## src/rtl/lburst_pkg.sv

```systemverilog
package lburst_pkg;

  typedef enum logic [1:0] {
    ACC_DRD  = 2'b00,
    ACC_DWR  = 2'b01,
    ACC_DESC = 2'b10,
    ACC_INIT = 2'b11
  } acc_type_e;

  typedef enum logic [1:0] {
    SQ_IDLE = 2'b00,
    SQ_STRB = 2'b01,
    SQ_XFER = 2'b10
  } seq_state_e;

  // Decoded burst limit: the highest set code bit, moved up by the shift.
  // Returns 0 when no bit is set.
  function automatic int unsigned lb_limit(input logic [7:0] code,
                                           input int unsigned nbits,
                                           input int unsigned shift);
    int unsigned lim;
    lim = 0;
    for (int unsigned i = 0; i < 8; i++) begin
      if (i < nbits && code[i]) lim = 32'd1 << (i + shift);
    end
    return lim;
  endfunction

  // Whether an access type may burst under the current enables.
  function automatic logic lb_type_ok(input acc_type_e t,
                                      input logic wr_en,
                                      input logic rd_en);
    case (t)
      ACC_DRD: return rd_en;
      ACC_DWR: return wr_en;
      default: return 1'b0;
    endcase
  endfunction

endpackage

```

## src/rtl/lburst_cfg_reg.sv

```systemverilog
module lburst_cfg_reg #(
  parameter int CODE_W = 3
) (
  input  logic              clk,
  input  logic              rst_n,
  input  logic              we,
  input  logic [CODE_W:0]   wdata,
  input  logic              pin,
  output logic [CODE_W-1:0] code_q,
  output logic              bwen_q
);

  // Named events for the checks below.
  logic ev_bwen_load;
  logic ev_bwen_lock;
  assign ev_bwen_load = we && pin;
  assign ev_bwen_lock = !pin;

  always_ff @(posedge clk or negedge rst_n) begin
    if (!rst_n) begin
      code_q <= '0;
      bwen_q <= 1'b0;
    end else begin
      if (we) code_q <= wdata[CODE_W-1:0];
      if (ev_bwen_lock)      bwen_q <= 1'b0;
      else if (ev_bwen_load) bwen_q <= wdata[CODE_W];
    end
  end

  assert_bwen_locked_R3: assert property (@(posedge clk) disable iff (!rst_n)
    !pin |=> !bwen_q);

  assert_code_load_R2: assert property (@(posedge clk) disable iff (!rst_n)
    we |=> code_q == $past(wdata[CODE_W-1:0]));

  assert_bwen_hold_R3: assert property (@(posedge clk) disable iff (!rst_n)
    (!we && pin) |=> bwen_q == $past(bwen_q) || !$past(pin));

endmodule

```

## src/rtl/lburst_limit_dec.sv

```systemverilog
module lburst_limit_dec
  import lburst_pkg::*;
#(
  parameter int CODE_W = 3,
  parameter int SHIFT  = 2,
  parameter int CNT_W  = CODE_W + SHIFT
) (
  input  logic              clk,
  input  logic              rst_n,
  input  logic [CODE_W-1:0] code,
  input  logic [1:0]        acc_type,
  input  logic              wr_en,
  input  logic              rd_en,
  output logic [CNT_W-1:0]  limit,
  output logic              eligible
);

  logic [7:0]  code_ext;
  int unsigned raw_lim;
  logic        type_ok;

  always_comb begin
    code_ext = 8'(code);
    raw_lim  = lb_limit(code_ext, CODE_W, SHIFT);
    type_ok  = lb_type_ok(acc_type_e'(acc_type), wr_en, rd_en);
    eligible = type_ok && (raw_lim != 0);
    limit    = eligible ? CNT_W'(raw_lim) : CNT_W'(1);
  end

  assert_ctrl_type_single_R9: assert property (@(posedge clk) disable iff (!rst_n)
    acc_type[1] |-> !eligible && limit == CNT_W'(1));

  assert_zero_code_single_R8: assert property (@(posedge clk) disable iff (!rst_n)
    (code == '0) |-> !eligible);

  assert_limit_onehot_R7: assert property (@(posedge clk) disable iff (!rst_n)
    eligible |-> $onehot0(limit) && limit >= CNT_W'(4));

endmodule

```

## src/rtl/lburst_seq.sv

```systemverilog
module lburst_seq
  import lburst_pkg::*;
#(
  parameter int AW    = 32,
  parameter int CNT_W = 5,
  parameter int STEP  = 4
) (
  input  logic             clk,
  input  logic             rst_n,
  input  logic             soft_rst,
  input  logic             start,
  input  logic [AW-1:0]    start_addr,
  input  logic [CNT_W-1:0] lim_in,
  input  logic             burst_in,
  input  logic             rdy,
  input  logic             term,
  output logic             ads,
  output logic             busy,
  output logic             burst_act,
  output logic [AW-1:0]    addr
);

  localparam logic [AW-1:0] ADDR_STEP = AW'(STEP);

  seq_state_e       st_q;
  logic [CNT_W-1:0] cnt_q;
  logic [CNT_W-1:0] lim_q;
  logic             burst_q;
  logic [AW-1:0]    addr_q;

  // Internal events, named for the checks.
  logic             ev_launch;
  logic             ev_done;
  logic             ev_wrap;
  logic             ev_abort;
  logic [CNT_W-1:0] cnt_nx;

  assign ev_launch = (st_q == SQ_IDLE) && start;
  assign ev_abort  = (st_q != SQ_IDLE) && term;
  assign ev_done   = (st_q == SQ_XFER) && rdy && !term;
  assign cnt_nx    = cnt_q + CNT_W'(1);
  assign ev_wrap   = ev_done && (cnt_nx >= lim_q);

  always_ff @(posedge clk or negedge rst_n) begin
    if (!rst_n) begin
      st_q    <= SQ_IDLE;
      cnt_q   <= '0;
      lim_q   <= CNT_W'(1);
      burst_q <= 1'b0;
      addr_q  <= '0;
    end else if (soft_rst) begin
      st_q    <= SQ_IDLE;
      cnt_q   <= '0;
      burst_q <= 1'b0;
    end else begin
      case (st_q)
        SQ_IDLE: begin
          if (ev_launch) begin
            st_q    <= SQ_STRB;
            addr_q  <= start_addr;
            lim_q   <= lim_in;
            burst_q <= burst_in;
            cnt_q   <= '0;
          end
        end
        SQ_STRB: begin
          if (ev_abort) st_q <= SQ_IDLE;
          else          st_q <= SQ_XFER;
        end
        SQ_XFER: begin
          if (ev_abort) begin
            st_q    <= SQ_IDLE;
            burst_q <= 1'b0;
          end else if (ev_done) begin
            addr_q <= addr_q + ADDR_STEP;
            if (ev_wrap) begin
              cnt_q <= '0;
              st_q  <= SQ_STRB;
            end else begin
              cnt_q <= cnt_nx;
            end
          end
        end
        default: st_q <= SQ_IDLE;
      endcase
    end
  end

  assign ads       = (st_q == SQ_STRB);
  assign busy      = (st_q != SQ_IDLE);
  assign burst_act = busy && burst_q;
  assign addr      = addr_q;

  assert_ads_one_cycle_R5: assert property (@(posedge clk) disable iff (!rst_n)
    ads |=> !ads);

  assert_launch_strobe_R5: assert property (@(posedge clk) disable iff (!rst_n)
    (ev_launch && !soft_rst) |=> ads && addr == $past(start_addr));

  assert_addr_step_R6: assert property (@(posedge clk) disable iff (!rst_n)
    (ev_done && !soft_rst) |=> addr == $past(addr) + ADDR_STEP);

  assert_term_idle_R11: assert property (@(posedge clk) disable iff (!rst_n)
    ev_abort |=> !busy);

  assert_soft_idle_R4: assert property (@(posedge clk) disable iff (!rst_n)
    soft_rst |=> !busy);

  assert_cnt_bound_R7: assert property (@(posedge clk) disable iff (!rst_n)
    busy |-> cnt_q < lim_q);

  assert_wrap_strobe_R7: assert property (@(posedge clk) disable iff (!rst_n)
    (ev_wrap && !soft_rst) |=> ads);

endmodule

```

## src/rtl/lburst_strobe_ctrl.sv

```systemverilog
module lburst_strobe_ctrl
  import lburst_pkg::*;
#(
  parameter int AW     = 32,
  parameter int CODE_W = 3,
  parameter int SHIFT  = 2,
  parameter int STEP   = 4
) (
  input  logic              clk,
  input  logic              rst_n,
  input  logic              soft_rst,
  input  logic              cfg_we,
  input  logic [CODE_W:0]   cfg_wdata,
  input  logic              burst_pin,
  input  logic              rd_burst_en,
  input  logic              start,
  input  logic [1:0]        start_type,
  input  logic [AW-1:0]     start_addr,
  input  logic              rdy,
  input  logic              term,
  output logic              ads,
  output logic [AW-1:0]     addr,
  output logic              busy,
  output logic              burst_act,
  output logic [CODE_W-1:0] cfg_code,
  output logic              cfg_bwen
);

  localparam int CNT_W = CODE_W + SHIFT;

  logic [CNT_W-1:0] dec_limit;
  logic             dec_elig;

  lburst_cfg_reg #(.CODE_W(CODE_W)) u_cfg (
    .clk    (clk),
    .rst_n  (rst_n),
    .we     (cfg_we),
    .wdata  (cfg_wdata),
    .pin    (burst_pin),
    .code_q (cfg_code),
    .bwen_q (cfg_bwen)
  );

  lburst_limit_dec #(.CODE_W(CODE_W), .SHIFT(SHIFT), .CNT_W(CNT_W)) u_dec (
    .clk      (clk),
    .rst_n    (rst_n),
    .code     (cfg_code),
    .acc_type (start_type),
    .wr_en    (cfg_bwen),
    .rd_en    (rd_burst_en),
    .limit    (dec_limit),
    .eligible (dec_elig)
  );

  lburst_seq #(.AW(AW), .CNT_W(CNT_W), .STEP(STEP)) u_seq (
    .clk        (clk),
    .rst_n      (rst_n),
    .soft_rst   (soft_rst),
    .start      (start),
    .start_addr (start_addr),
    .lim_in     (dec_limit),
    .burst_in   (dec_elig),
    .rdy        (rdy),
    .term       (term),
    .ads        (ads),
    .busy       (busy),
    .burst_act  (burst_act),
    .addr       (addr)
  );

  assert_soft_keeps_cfg_R4: assert property (@(posedge clk) disable iff (!rst_n)
    (soft_rst && !cfg_we && burst_pin) |=> cfg_code == $past(cfg_code) && cfg_bwen == $past(cfg_bwen));

  assert_busy_gate_R12: assert property (@(posedge clk) disable iff (!rst_n)
    burst_act |-> busy);

endmodule

```

## config.mk

```make
export PLATFORM = sky130hd
export DESIGN_NAME = lburst_strobe_ctrl
export DESIGN_NICKNAME = d
export VERILOG_FILES = /design/src/rtl/lburst_pkg.sv /design/src/rtl/lburst_cfg_reg.sv /design/src/rtl/lburst_limit_dec.sv /design/src/rtl/lburst_seq.sv /design/src/rtl/lburst_strobe_ctrl.sv
export SDC_FILE = /design/constraint.sdc
export NUM_CORES = 1
export LEC_CHECK = 0
export BUFFER_PORTS_ARGS = -buffer_cell sky130_fd_sc_hd__buf_2
export CELL_PAD_IN_SITES_DETAIL_PLACEMENT = 1
export CELL_PAD_IN_SITES_GLOBAL_PLACEMENT = 2
export CORE_UTILIZATION = 27
export DETAILED_ROUTE_END_ITERATION = 10
export PLACE_DENSITY = 0.86
export SYNTH_ARGS = -nofsm -noshare
export SYNTH_HDL_FRONTEND = slang
export SYNTH_HIERARCHICAL = 1
export SYNTH_SLANG_ARGS = --single-unit
```

## constraint.sdc

```tcl
create_clock -name clk -period 2.05 [get_ports clk]
set_clock_uncertainty 0.1 [all_clocks]
set_input_delay 0.205 -clock clk [delete_from_list [all_inputs] [get_ports clk]]
set_output_delay 0.205 -clock clk [all_outputs]
set_load 0.02 [all_outputs]
```

Word-level counts from Yosys, hierarchy flattened --
Index checks and enable logic that the tools add are counted.
Storage, ports and cells: flip-flop bits (word level) 49, bits of input ports 47
Cells by class: add/sub/neg operators 2, equal/unequal tests 13, muxes and demuxes 28, reductions and logical operators 20, bitwise operators 1, magnitude comparators 1
Operators by type and width (number):
- 2-to-1 mux 32 bit | 5
- one-hot mux 32 bit (2 select lines) | 1
- adder 32 x 3 -> 32 bit, second input constant | 1
- nonzero test 32 bit | 1
- 2-to-1 mux 5 bit | 6
- 2-to-1 mux 2 bit | 6
- one-hot mux 5 bit (2 select lines) | 1
- inequality test 3 x 2 -> 1 bit, second input constant | 3
- AND reduction 3 bit | 3
- logical AND 1 bit | 8
- inequality test 4 x 2 -> 1 bit, second input constant | 2
- inequality test 2 x 1 -> 1 bit, second input constant | 3
- one-hot mux 2 bit (3 select lines) | 1
- adder 5 x 1 -> 5 bit, second input constant | 1
- >= comparator 5 bit | 1
- 2-to-1 mux 1 bit | 5
- AND reduction 5 bit | 1
- equality test 2 x 1 -> 1 bit, second input constant | 2
- logical NOT 2 bit | 2
- one-hot mux 1 bit (2 select lines) | 2
- AND reduction 4 bit | 1
- nonzero test 2 bit | 2
- 2-to-1 mux 3 bit | 1
- inequality test 3 bit, second input constant | 1
- other kinds (5) | 5

Logic depth before layout (Yosys ltp) --
Gate-level depths: netlist of run 1.
depth after elaboration 9, mapped depth 8, gate-level depth less buffers 8

By module --
The synthesis of run 1 kept the hierarchy.
By module, submodules not included:
- lburst_seq | cells an instance 317, sequential area each 1127.3 um2, instances 1, area an instance 2755.1 um2
- lburst_cfg_reg | cells an instance 9, sequential area each 100.1 um2, instances 1, area an instance 150.1 um2
- lburst_limit_dec | cells an instance 10, sequential area each 0.0 um2, instances 1, area an instance 67.6 um2

Least setup slack after synthesis of run 1 --
OpenSTA, ideal clock, no wires.
kind flip-flop to flip-flop, start point register u_seq.cnt_q[0], end point register u_seq.cnt_q[1], path buffers 0, data arrival time 2031 ps, stages on the path, launching flop included 9, period minus slack after synthesis 2214 ps, library setup time 83 ps, path slack -164 ps, path through dfrtp_1 > ha_1 > xor2_1 > ha_1 > a21o_1 > a31oi_1 > o21ai_0 > or3_1 > o21ai_0
Between the ends: cells in the longest elaborated chain, start to end 8
RTL lines:
- start, declared | RTL line lburst_seq.sv:26 | logic [CNT_W-1:0] cnt_q;
- start signal, assigned | RTL line lburst_seq.sv:80 | cnt_q <= cnt_nx;
- adder 5 x 1 -> 5 bit (*) | RTL line lburst_seq.sv:41 | assign cnt_nx = cnt_q + CNT_W'(1);
- >= comparator 5 bit | RTL line lburst_seq.sv:42 | assign ev_wrap = ev_done && (cnt_nx >= lim_q);
- logical AND 1 bit | RTL line lburst_seq.sv:42
- 2-to-1 mux 5 bit (*) | RTL line lburst_seq.sv:76 | if (ev_wrap) begin
- 2-to-1 mux 5 bit (*) | RTL line lburst_seq.sv:74 | end else if (ev_done) begin
- 2-to-1 mux 5 bit (*) | RTL line lburst_seq.sv:71 | if (ev_abort) begin
- one-hot mux 5 bit (2 select lines) (*) | RTL line lburst_seq.sv:56 | case (st_q)
- 2-to-1 mux 5 bit (*) | RTL line lburst_seq.sv:51 | end else if (soft_rst) begin
Mark *: on every way between the ends. The rest lies on a longest branch, timed or not. The select of a mux whose other input is x is not followed. A chain may end at the register's enable or synchronous reset.

Final worst setup path of run 1 --
start point register u_seq.cnt_q[1], end point register u_seq.cnt_q[2]
The elaborated chain is that of the path after synthesis.

==> results of run 1 <==
## critical path, delay by kind of cell (launching register included)
family	cells	cell delay [ns]
DFF	1	0.43
xor gates and xnor gates	1	0.14
AOI/OAI and AO/OA	4	0.63
adders and majority gates	2	0.50
and+or+nand+nor	1	0.36
## cell families (layout without fill, tap and decap cells)
logic type,count (synthesis),after routing,synth area share
AND/OR/NAND/NOR,127,127,0.230
AO/OA/AOI/OAI,103,103,0.227
flip-flops,49,49,0.413
buffers and inverters,35,149,0.0505
multiplexers,11,11,0.0396
adder cells (fa/ha/maj),7,7,0.0295
XOR/XNOR,3,3,0.00884
other,1,1,0.00126
## routing by layer
| metal | vias up | global-route usage | part of all wire | wire length, µm |
|---|---|---|---|---|
| li1 | 1473 | - | - | - |
| met1 | 1533 | 0.234 | 0.45 | 4440 |
| met2 | 51 | 0.300 | 0.51 | 5000 |
| met3 | 10 | 0.0243 | 0.031 | 304 |
| met4 | 0 | 0.0401 | 0.011 | 110 |
| met5 | - | 0 | 0 | 0 |
## power groups by stage
stage	Clock, mW	Sequential, mW	Combinational (mW)
floorplan	0	1.44	0.340
global placement	0	1.28	0.909
detailed placement	0	1.29	0.931
CTS	0.599	1.27	0.940
global route	0.649	1.29	1.09
finish	0.588	1.27	1.00
## final cells by class
class | count | area [µm²]
inverter | 13 | 48.8
timing repair buffer | 129 | 796
tap | 136 | 170
multi-input combinational | 252 | 1730
sequential | 49 | 1230
fill | 1260 | 6450
clock inverter | 1 | 8.76
clock buffer | 6 | 72.6
## placed cells by master (no fill, tap or decap), drive strengths merged, types with 3 or more instances in the layout
cell     instances
nor3             7
buf            128
or3              5
nor2            21
mux2i            5
o22ai           11
o21ai           21
nand4           10
mux2             6
a2bb2oi          8
nor2b            5
clkbuf           6
a22o             3
dfrtp           48
ha               7
nor4             4
o22a             7
o21a             3
and3             5
o2bb2ai          3
inv             13
nand2b           4
nand2           29
nand3           24
a21oi           29
## worst paths after layout
kind | start | endpoint | slack [ns]
min | burst_pin | u_cfg/bwen_q | 0.02
min reg2reg | u_seq/addr[0] | u_seq/addr[0] | 0.43
min in group asynchronous | rst_n | u_seq/addr[0] | 0.30
max in group asynchronous | rst_n | u_seq/lim_q[0] | 1.26
max | u_seq/cnt_q[1] | u_seq/cnt_q[2] | -0.16
max reg2reg | u_seq/cnt_q[1] | u_seq/cnt_q[2] | -0.16
## per-stage QoR
stage                     std cells  hold slack (ns)
after detailed placement        567            0.121
after CTS                       578           0.0118
after global placement          567            0.121
after global routing            586           0.0251
after floorplan                 336           -0.191
final                           586           0.0175
## state kept, by name (all words and copies together) (netlist names)
signal / count
u_seq/cnt_q: 5
u_seq/addr: 32
u_seq/lim_q: 5
u_cfg/code_q: 3
u_cfg/bwen_q: 1
u_seq/burst_q: 1
u_seq/st_q: 2
## timing repair
action | CTS | global route
setup buffers | 3 | 8
endpoints found under the setup margin | 6 | 16
pin swaps | 1 | 6
cloned | 0 | 0
endpoints found under the hold margin | 48 | 0
hold buffers | 1 | 0
resized for setup | 6 | 14
==> reports/qor.yml, run 1 <==
status: "finished with violations"
failed_checks: "setup timing"
die_area_um2: 11400
cts_buffers: 5
synth_edf_count: 0
synthCells: 336
r2r_cells: 8
wire_per_inst_um: 16.8
grt_max_degree: 50
drive_gt1_frac: 0.373
arrival_ns: 2.36
net-switching-power_mw: 1.08
worstSetupEndpointType: "flip-flop"
relSlewSlack: 0.648
yosysSeqAreaShare: 0.413
hpwl_um: 6990
post_synth_num_cell_types: 57
ys_seq_elements: 49
start_util: 0.283
pwr-share-comb: 0.352
core_area_um2: 10500
async_flop_share: 1.00
slowest_stage: "dfrtp_1"
antenna_found_initial: 0
switching_share: 0.379
ioPinCount: 86
synth_common_cells: "dfrtp_1, a21oi_1, nand2_1"
area_delta_synth_final_pct: 36.4
synth_top_area_frac: 0.404
worstPathCellList: "ha_4 > xor2_1 > ha_1 > a21o_1 > a31oi_2 > o21ai_4 > or3_4 > o2bb2ai_2"
yosys.area.top_type: "dfrtp_1"
cts.sinks: 49
max-vdd-ir-drop_mv: 0.360
post-place-ws_ns: -0.104
grt_pass1_vias: 3182
drt_pre_antenna_iters: 4
setup_tns_ns: -0.900
slew_violations: 0
finalWorstSetupSlack_ns: -0.162
crit_type: "flip-flop to flip-flop"
htreeDepth: 2
clock_latency_ns: 0.31
antenna_left: 0
fmax_mhz: 452
overflow: 0
yosysWarnings: 6
syn_area_um2: 2970
fin_crit_sh: 1.08
vias_per_cell: 5.23
cellInternalPower_mw: 1.78
drtIter0Drc: 139
min_path_cells: 2
start_kind: "flip-flop"
wl_um: 9850
cts_buffer_depth: 2
post-route-util: 0.386
tightest_slew_ns: 0.528
cts_root_buf: "clkbuf_8"
rows: 37
seq_power_share: 0.443
synth_top_flop_cell: "dfrtp_1"
drc: 0
io_buffer_count: 85
p_total_mw: 2.86
die_w_um: 107
track_usage: 0.176
synthTopCellsByArea: "dfrtp_1, a21oi_1, nand3_1"
postSynthNetCount: 390
diodes: 0
syn_area_per_cell_um2: 8.85
routed-via-count: 3067
fin_nets: 504
post-route-min-period_ns: 2.21
hp-class: "primary input to flip-flop"
power.share.clock: 0.206
setup_violations: 7
power-per-cell-area_nw_per_um2: 705
cp.required_ns: 2.20
slowest_delay_ns: 0.43
design_area_um2: 4060
cap_violations: 0
die_h_um: 107
hold_violations: 0
place.gp.congestion: 0.759
clk_pin_slew_ns: 0.10
grt_pass1_wl_um: 16000
dpl_cell_area_um2: 3780
cp_max_fo: 4
cts_tree: "built"
p_leak_nw: 1.80
rsz0062_at_grt: "yes"
synth.most_common_cell: "dfrtp_1"
(Power assumes the default switching activity.)
==> inputs of run 2 (changes only) <==
--- a/config.mk
+++ b/config.mk
@@ -10,6 +10,7 @@
 export CELL_PAD_IN_SITES_GLOBAL_PLACEMENT = 2
 export CORE_UTILIZATION = 27
 export DETAILED_ROUTE_END_ITERATION = 10
+export MAX_ROUTING_LAYER = met4
 export PLACE_DENSITY = 0.86
 export SYNTH_ARGS = -nofsm -noshare
 export SYNTH_HDL_FRONTEND = slang
==> constraint.sdc (replaced) <==
create_clock -name clk -period 2.05 [get_ports clk]
set_clock_uncertainty 0.1 [all_clocks]
set_input_delay 0.205 -clock clk [delete_from_list [all_inputs] [get_ports clk]]
set_output_delay 0.205 -clock clk [all_outputs]
set_load 0.01 [all_outputs]
==> reports/qor.yml, run 2 (synthesized netlist as in run 1, its figures left out) <==
track_usage: 0.181
status: "finished with violations"
place.gp.congestion: 0.769
min-delay-start: "burst_pin"
r2r-start: "u_seq/cnt_q[1]"
antenna_left: 0
largest_reg_flops: 32
rsz0062_at_grt: "yes"
holdPathEnd: "u_cfg/bwen_q"
fin_crit_sh: 1.08
clock_latency_ns: 0.31
setup_violations: 7
p_total_mw: 2.75
hold_violations: 0
tightest_slew_ns: 0.525
fmax_mhz: 452
area_delta_synth_final_pct: 36.4
drtIter0Drc: 151
clk_pin_slew_ns: 0.10
diodes: 0
wire_per_inst_um: 16.8
overflow: 0
start_kind: "flip-flop"
min_path_cells: 2
layout_commonest_cell: "buf_2"
start_util: 0.283
cts_tree: "built"
reg2reg_slack_ns: -0.16
drive_gt1_frac: 0.373
ioPinCount: 86
hp-class: "primary input to flip-flop"
arrival_ns: 2.36
cts_root_buf: "clkbuf_8"
relSlewSlack: 0.650
cts.sinks: 49
routed-via-count: 3070
p_leak_nw: 1.80
r2r_cells: 8
rr_endpoint: "u_seq/cnt_q[2]"
post-route-min-period_ns: 2.21
final_cell_mix: "buf_2, dfrtp_1, buf_4"
rows: 37
core_area_um2: 10500
met3WireLength_um: 286
wl_um: 9850
finalWorstSetupSlack_ns: -0.160
max-vdd-ir-drop_mv: 0.333
cp_max_fo: 4
htreeDepth: 2
die_area_um2: 11400
wl_met1_um: 4470
setup_tns_ns: -0.867
vias_per_cell: 5.24
cts_buffers: 5
cts_buffer_depth: 2
antenna_found_initial: 0
slew_violations: 0
grt_pass1_wl_um: 16000
drt_pre_antenna_iters: 4
crit_type: "flip-flop to flip-flop"
power-per-cell-area_nw_per_um2: 678
fin_nets: 504
cp.required_ns: 2.20
die_w_um: 107
io_buffer_count: 85
final_cells: 586
hpwl_um: 6990
drc: 0
wl_met2_um: 4960
top_layer: "met4"
grt_pass1_vias: 3172
grt_max_degree: 50
failed_checks: "setup timing"
worstSetupEndpointType: "flip-flop"
cap_violations: 0
die_h_um: 107
placed_cells: 567
run 2: cell counts in the layout (fill, tap and decap cells not counted):
Identical to the previous run, type by type.
run 2: area by class of cell:
type,instances,area (µm²)
fillers,1260,6450
multi-input cells,252,1730
flip-flops and latches,49,1230
repair buffers,129,796
well taps,136,170
clock buffers,6,72.6
inverters,13,48.8
clock inverters,1,8.76
run 2: per-layer routing:
layer | up-vias | global-route usage
met2 | 58 | 0.300
li1 | 1471 | -
met1 | 1529 | 0.237
met5 | - | -
met4 | 0 | 0.0401
met3 | 12 | 0.0219
run 2: critical path, stage by stage, from the launching register on:
cell and delay (ns):
dfrtp_1 0.43, ha_4 0.19, xor2_1 0.14, ha_1 0.31, a21o_1 0.17, a31oi_2 0.21, o21ai_4 0.10, or3_4 0.36
o2bb2ai_2 0.15
run 2: worst max-delay path by stage:
stage / from / to / slack [ns] / cells after the start
2_1_floorplan: u_seq/cnt_q[0] / u_seq/cnt_q[1] / -0.008 / 8
5_1_grt: u_seq/cnt_q[1] / u_seq/cnt_q[4] / -0.25 / 9
3_3_place_gp: u_seq/cnt_q[1] / u_seq/cnt_q[0] / -0.06 / 8
3_5_place_dp: u_seq/cnt_q[1] / u_seq/cnt_q[0] / -0.10 / 8
6_report: u_seq/cnt_q[1] / u_seq/cnt_q[2] / -0.16 / 8
4_1_cts: u_seq/cnt_q[1] / u_seq/cnt_q[2] / -0.10 / 8
run 2: what timing repair did:
item,in CTS,in global routing
pin swaps,1,6
resized for setup,6,14
hold endpoints to repair,48,0
hold buffers,1,0
setup endpoints to repair,6,16
setup buffers,3,8
gates cloned,0,0
run 2: per-stage QoR:
stage	hold WS (ns)	utilization	cell area, µm²	setup slack (ns)
final	0.0132	0.386	4060	-0.160
after global placement	0.121	0.359	3780	-0.0590
after detailed placement	0.121	0.359	3780	-0.104
after floorplan	-0.191	-	2980	-0.00782
after global routing	0.0278	0.386	4060	-0.246
after CTS	0.0118	0.372	3910	-0.104
run 2: power breakdown:
group | leakage, nW | internal (mW) | switching, mW | total (mW)
sequential | 0.586 | 1.11 | 0.153 | 1.27
clock | 0.0412 | 0.238 | 0.349 | 0.587
combinational | 1.17 | 0.424 | 0.474 | 0.898
==> inputs of run 3 (changes only) <==
--- a/config.mk
+++ b/config.mk
@@ -6,12 +6,13 @@
 export NUM_CORES = 1
 export LEC_CHECK = 0
 export BUFFER_PORTS_ARGS = -buffer_cell sky130_fd_sc_hd__buf_2
-export CELL_PAD_IN_SITES_DETAIL_PLACEMENT = 1
-export CELL_PAD_IN_SITES_GLOBAL_PLACEMENT = 2
-export CORE_UTILIZATION = 27
+export CELL_PAD_IN_SITES_DETAIL_PLACEMENT = 0
+export CELL_PAD_IN_SITES_GLOBAL_PLACEMENT = 1
+export CORE_UTILIZATION = 35
 export DETAILED_ROUTE_END_ITERATION = 10
 export MAX_ROUTING_LAYER = met4
-export PLACE_DENSITY = 0.86
+export PLACE_DENSITY = 0.88
+export SLEW_MARGIN = 25
 export SYNTH_ARGS = -nofsm -noshare
 export SYNTH_HDL_FRONTEND = slang
 export SYNTH_HIERARCHICAL = 1
==> reports/qor.yml, run 3 (synthesized netlist as in run 1, its figures left out) <==
fmax_mhz: 455
hp-class: "primary input to flip-flop"
rows: 33
clock_latency_ns: 0.31
layout_commonest_cell: "buf_2"
cts_buffer_depth: 2
relSlewSlack: 0.623
crit_type: "flip-flop to flip-flop"
slew_violations: 0
cts_root_buf: "clkbuf_8"
fin_nets: 493
tightest_slew_ns: 0.566
pwr-share-comb: 0.297
track_usage: 0.193
die_h_um: 94.2
crit_family: "compound AO/OA/AOI/OAI gates"
diodes: 0
ioPinCount: 86
worstSetupEndpointType: "flip-flop"
grt_pass1_vias: 2800
io_buffer_count: 85
power.share.clock: 0.240
slowest_stage: "dfrtp_1"
fin_crit_sh: 1.07
wl_um: 8310
seq_power_share: 0.463
wire_per_inst_um: 15.2
arrival_ns: 2.33
drt_pre_antenna_iters: 4
die_area_um2: 8870
place.gp.congestion: 0.805
grt_pass1_wl_um: 13300
switching_share: 0.342
drive_gt1_frac: 0.352
cts_tree: "built"
grt_max_degree: 46
status: "finished with violations"
antenna_left: 0
worstPathCellList: "ha_4 > xor2_2 > ha_1 > a21o_1 > a31oi_2 > o21ai_2 > or3_4 > o2bb2ai_1"
setup_tns_ns: -0.669
die_w_um: 94.2
final_cell_mix: "buf_2, dfrtp_1, nand2_1"
net-switching-power_mw: 0.940
drtIter0Drc: 225
multiInputGateArea_um2: 1700
area_delta_synth_final_pct: 32.4
max-vdd-ir-drop_mv: 0.369
largest_reg_flops: 32
start_kind: "flip-flop"
power-per-cell-area_nw_per_um2: 699
antenna_found_initial: 0
vias_per_cell: 5.51
slowest_delay_ns: 0.42
post-route-util: 0.479
cts.sinks: 49
cp.required_ns: 2.18
hold_violations: 0
p_leak_nw: 1.74
cp_max_fo: 4
routed-via-count: 3001
finalWorstSetupSlack_ns: -0.148
htreeDepth: 2
core_area_um2: 8220
cts_buffers: 5
setup_violations: 6
failed_checks: "setup timing"
drc: 0
overflow: 0
cap_violations: 0
seq_area_um2: 1230
rsz0062_at_grt: "yes"
path_buf_inv: 0
post-route-min-period_ns: 2.20
cellInternalPower_mw: 1.81
hpwl_um: 5760
start_util: 0.362
fillCellCount: 784
p_total_mw: 2.75
clk_pin_slew_ns: 0.09
## run 3: cell types whose count changed in the layout (fill, tap and decap cells not counted), sizes merged
cell / delta
buf: -11
clkinv: -1
inv: +1
clkbuf: +1
## run 3: power groups by stage
stage / registers [mW] / clock network (mW) / logic [mW]
6_report: 1.27 / 0.662 / 0.817
5_1_grt: 1.30 / 0.707 / 0.896
4_1_cts: 1.27 / 0.677 / 0.790
3_5_place_dp: 1.29 / 0 / 0.784
3_3_place_gp: 1.29 / 0 / 0.771
2_1_floorplan: 1.34 / 0 / 0.338
## run 3: repair_timing
action	4_1_cts	5_1_grt
setup endpoints to repair	6	11
endpoints found under the hold margin	20	0
setup buffers	0	4
cloned	0	0
hold buffers	1	0
pin swaps	2	5
resized for setup	2	10
## run 3: path summary, 6_finish.rpt
check | depth (start not counted) | start | slack [ns] | end
min in group asynchronous | 2 | rst_n | 0.33 | u_seq/addr[20]
min | 3 | start_addr[31] | 0.02 | u_seq/addr[31]
max | 8 | u_seq/cnt_q[0] | -0.15 | u_seq/cnt_q[2]
min reg2reg | 1 | u_seq/addr[1] | 0.41 | u_seq/addr[1]
max reg2reg | 8 | u_seq/cnt_q[0] | -0.15 | u_seq/cnt_q[2]
max in group asynchronous | 3 | rst_n | 0.88 | u_seq/lim_q[0]
## run 3: final cells by class
class                      count  share of cell area
sequential                    49               0.312
inverter                      13              0.0124
multi-input combinational    252               0.431
tap                          105              0.0334
clock inverter                 1             0.00223
clock buffer                   7              0.0245
timing repair buffer         118               0.184
## run 3: metrics by stage
stage | std cells | cell area [µm²] | hold WS [ns] | setup slack (ns)
floorplan | 336 | 2980 | -0.191 | -0.00782
global placement | 532 | 3720 | 0.128 | -0.0371
detailed placement | 532 | 3720 | 0.127 | -0.120
CTS | 541 | 3840 | 0.0202 | -0.139
global route | 545 | 3940 | 0.0272 | -0.224
finish | 545 | 3940 | 0.0210 | -0.148
## run 3: per-layer routing
metal / vias up / part of all wire / global-route usage
met5: - / 0 / -
met3: 9 / 0.051 / 0.0227
met4: 0 / 0.010 / 0.0526
met1: 1454 / 0.43 / 0.244
li1: 1453 / - / -
met2: 85 / 0.51 / 0.324
## run 3: tightest hold or removal path, delay by kind of cell
family	cells	cell delay, ns
compound gates	1	0.06
simple gates	1	0.04
buf+inv	1	0.08
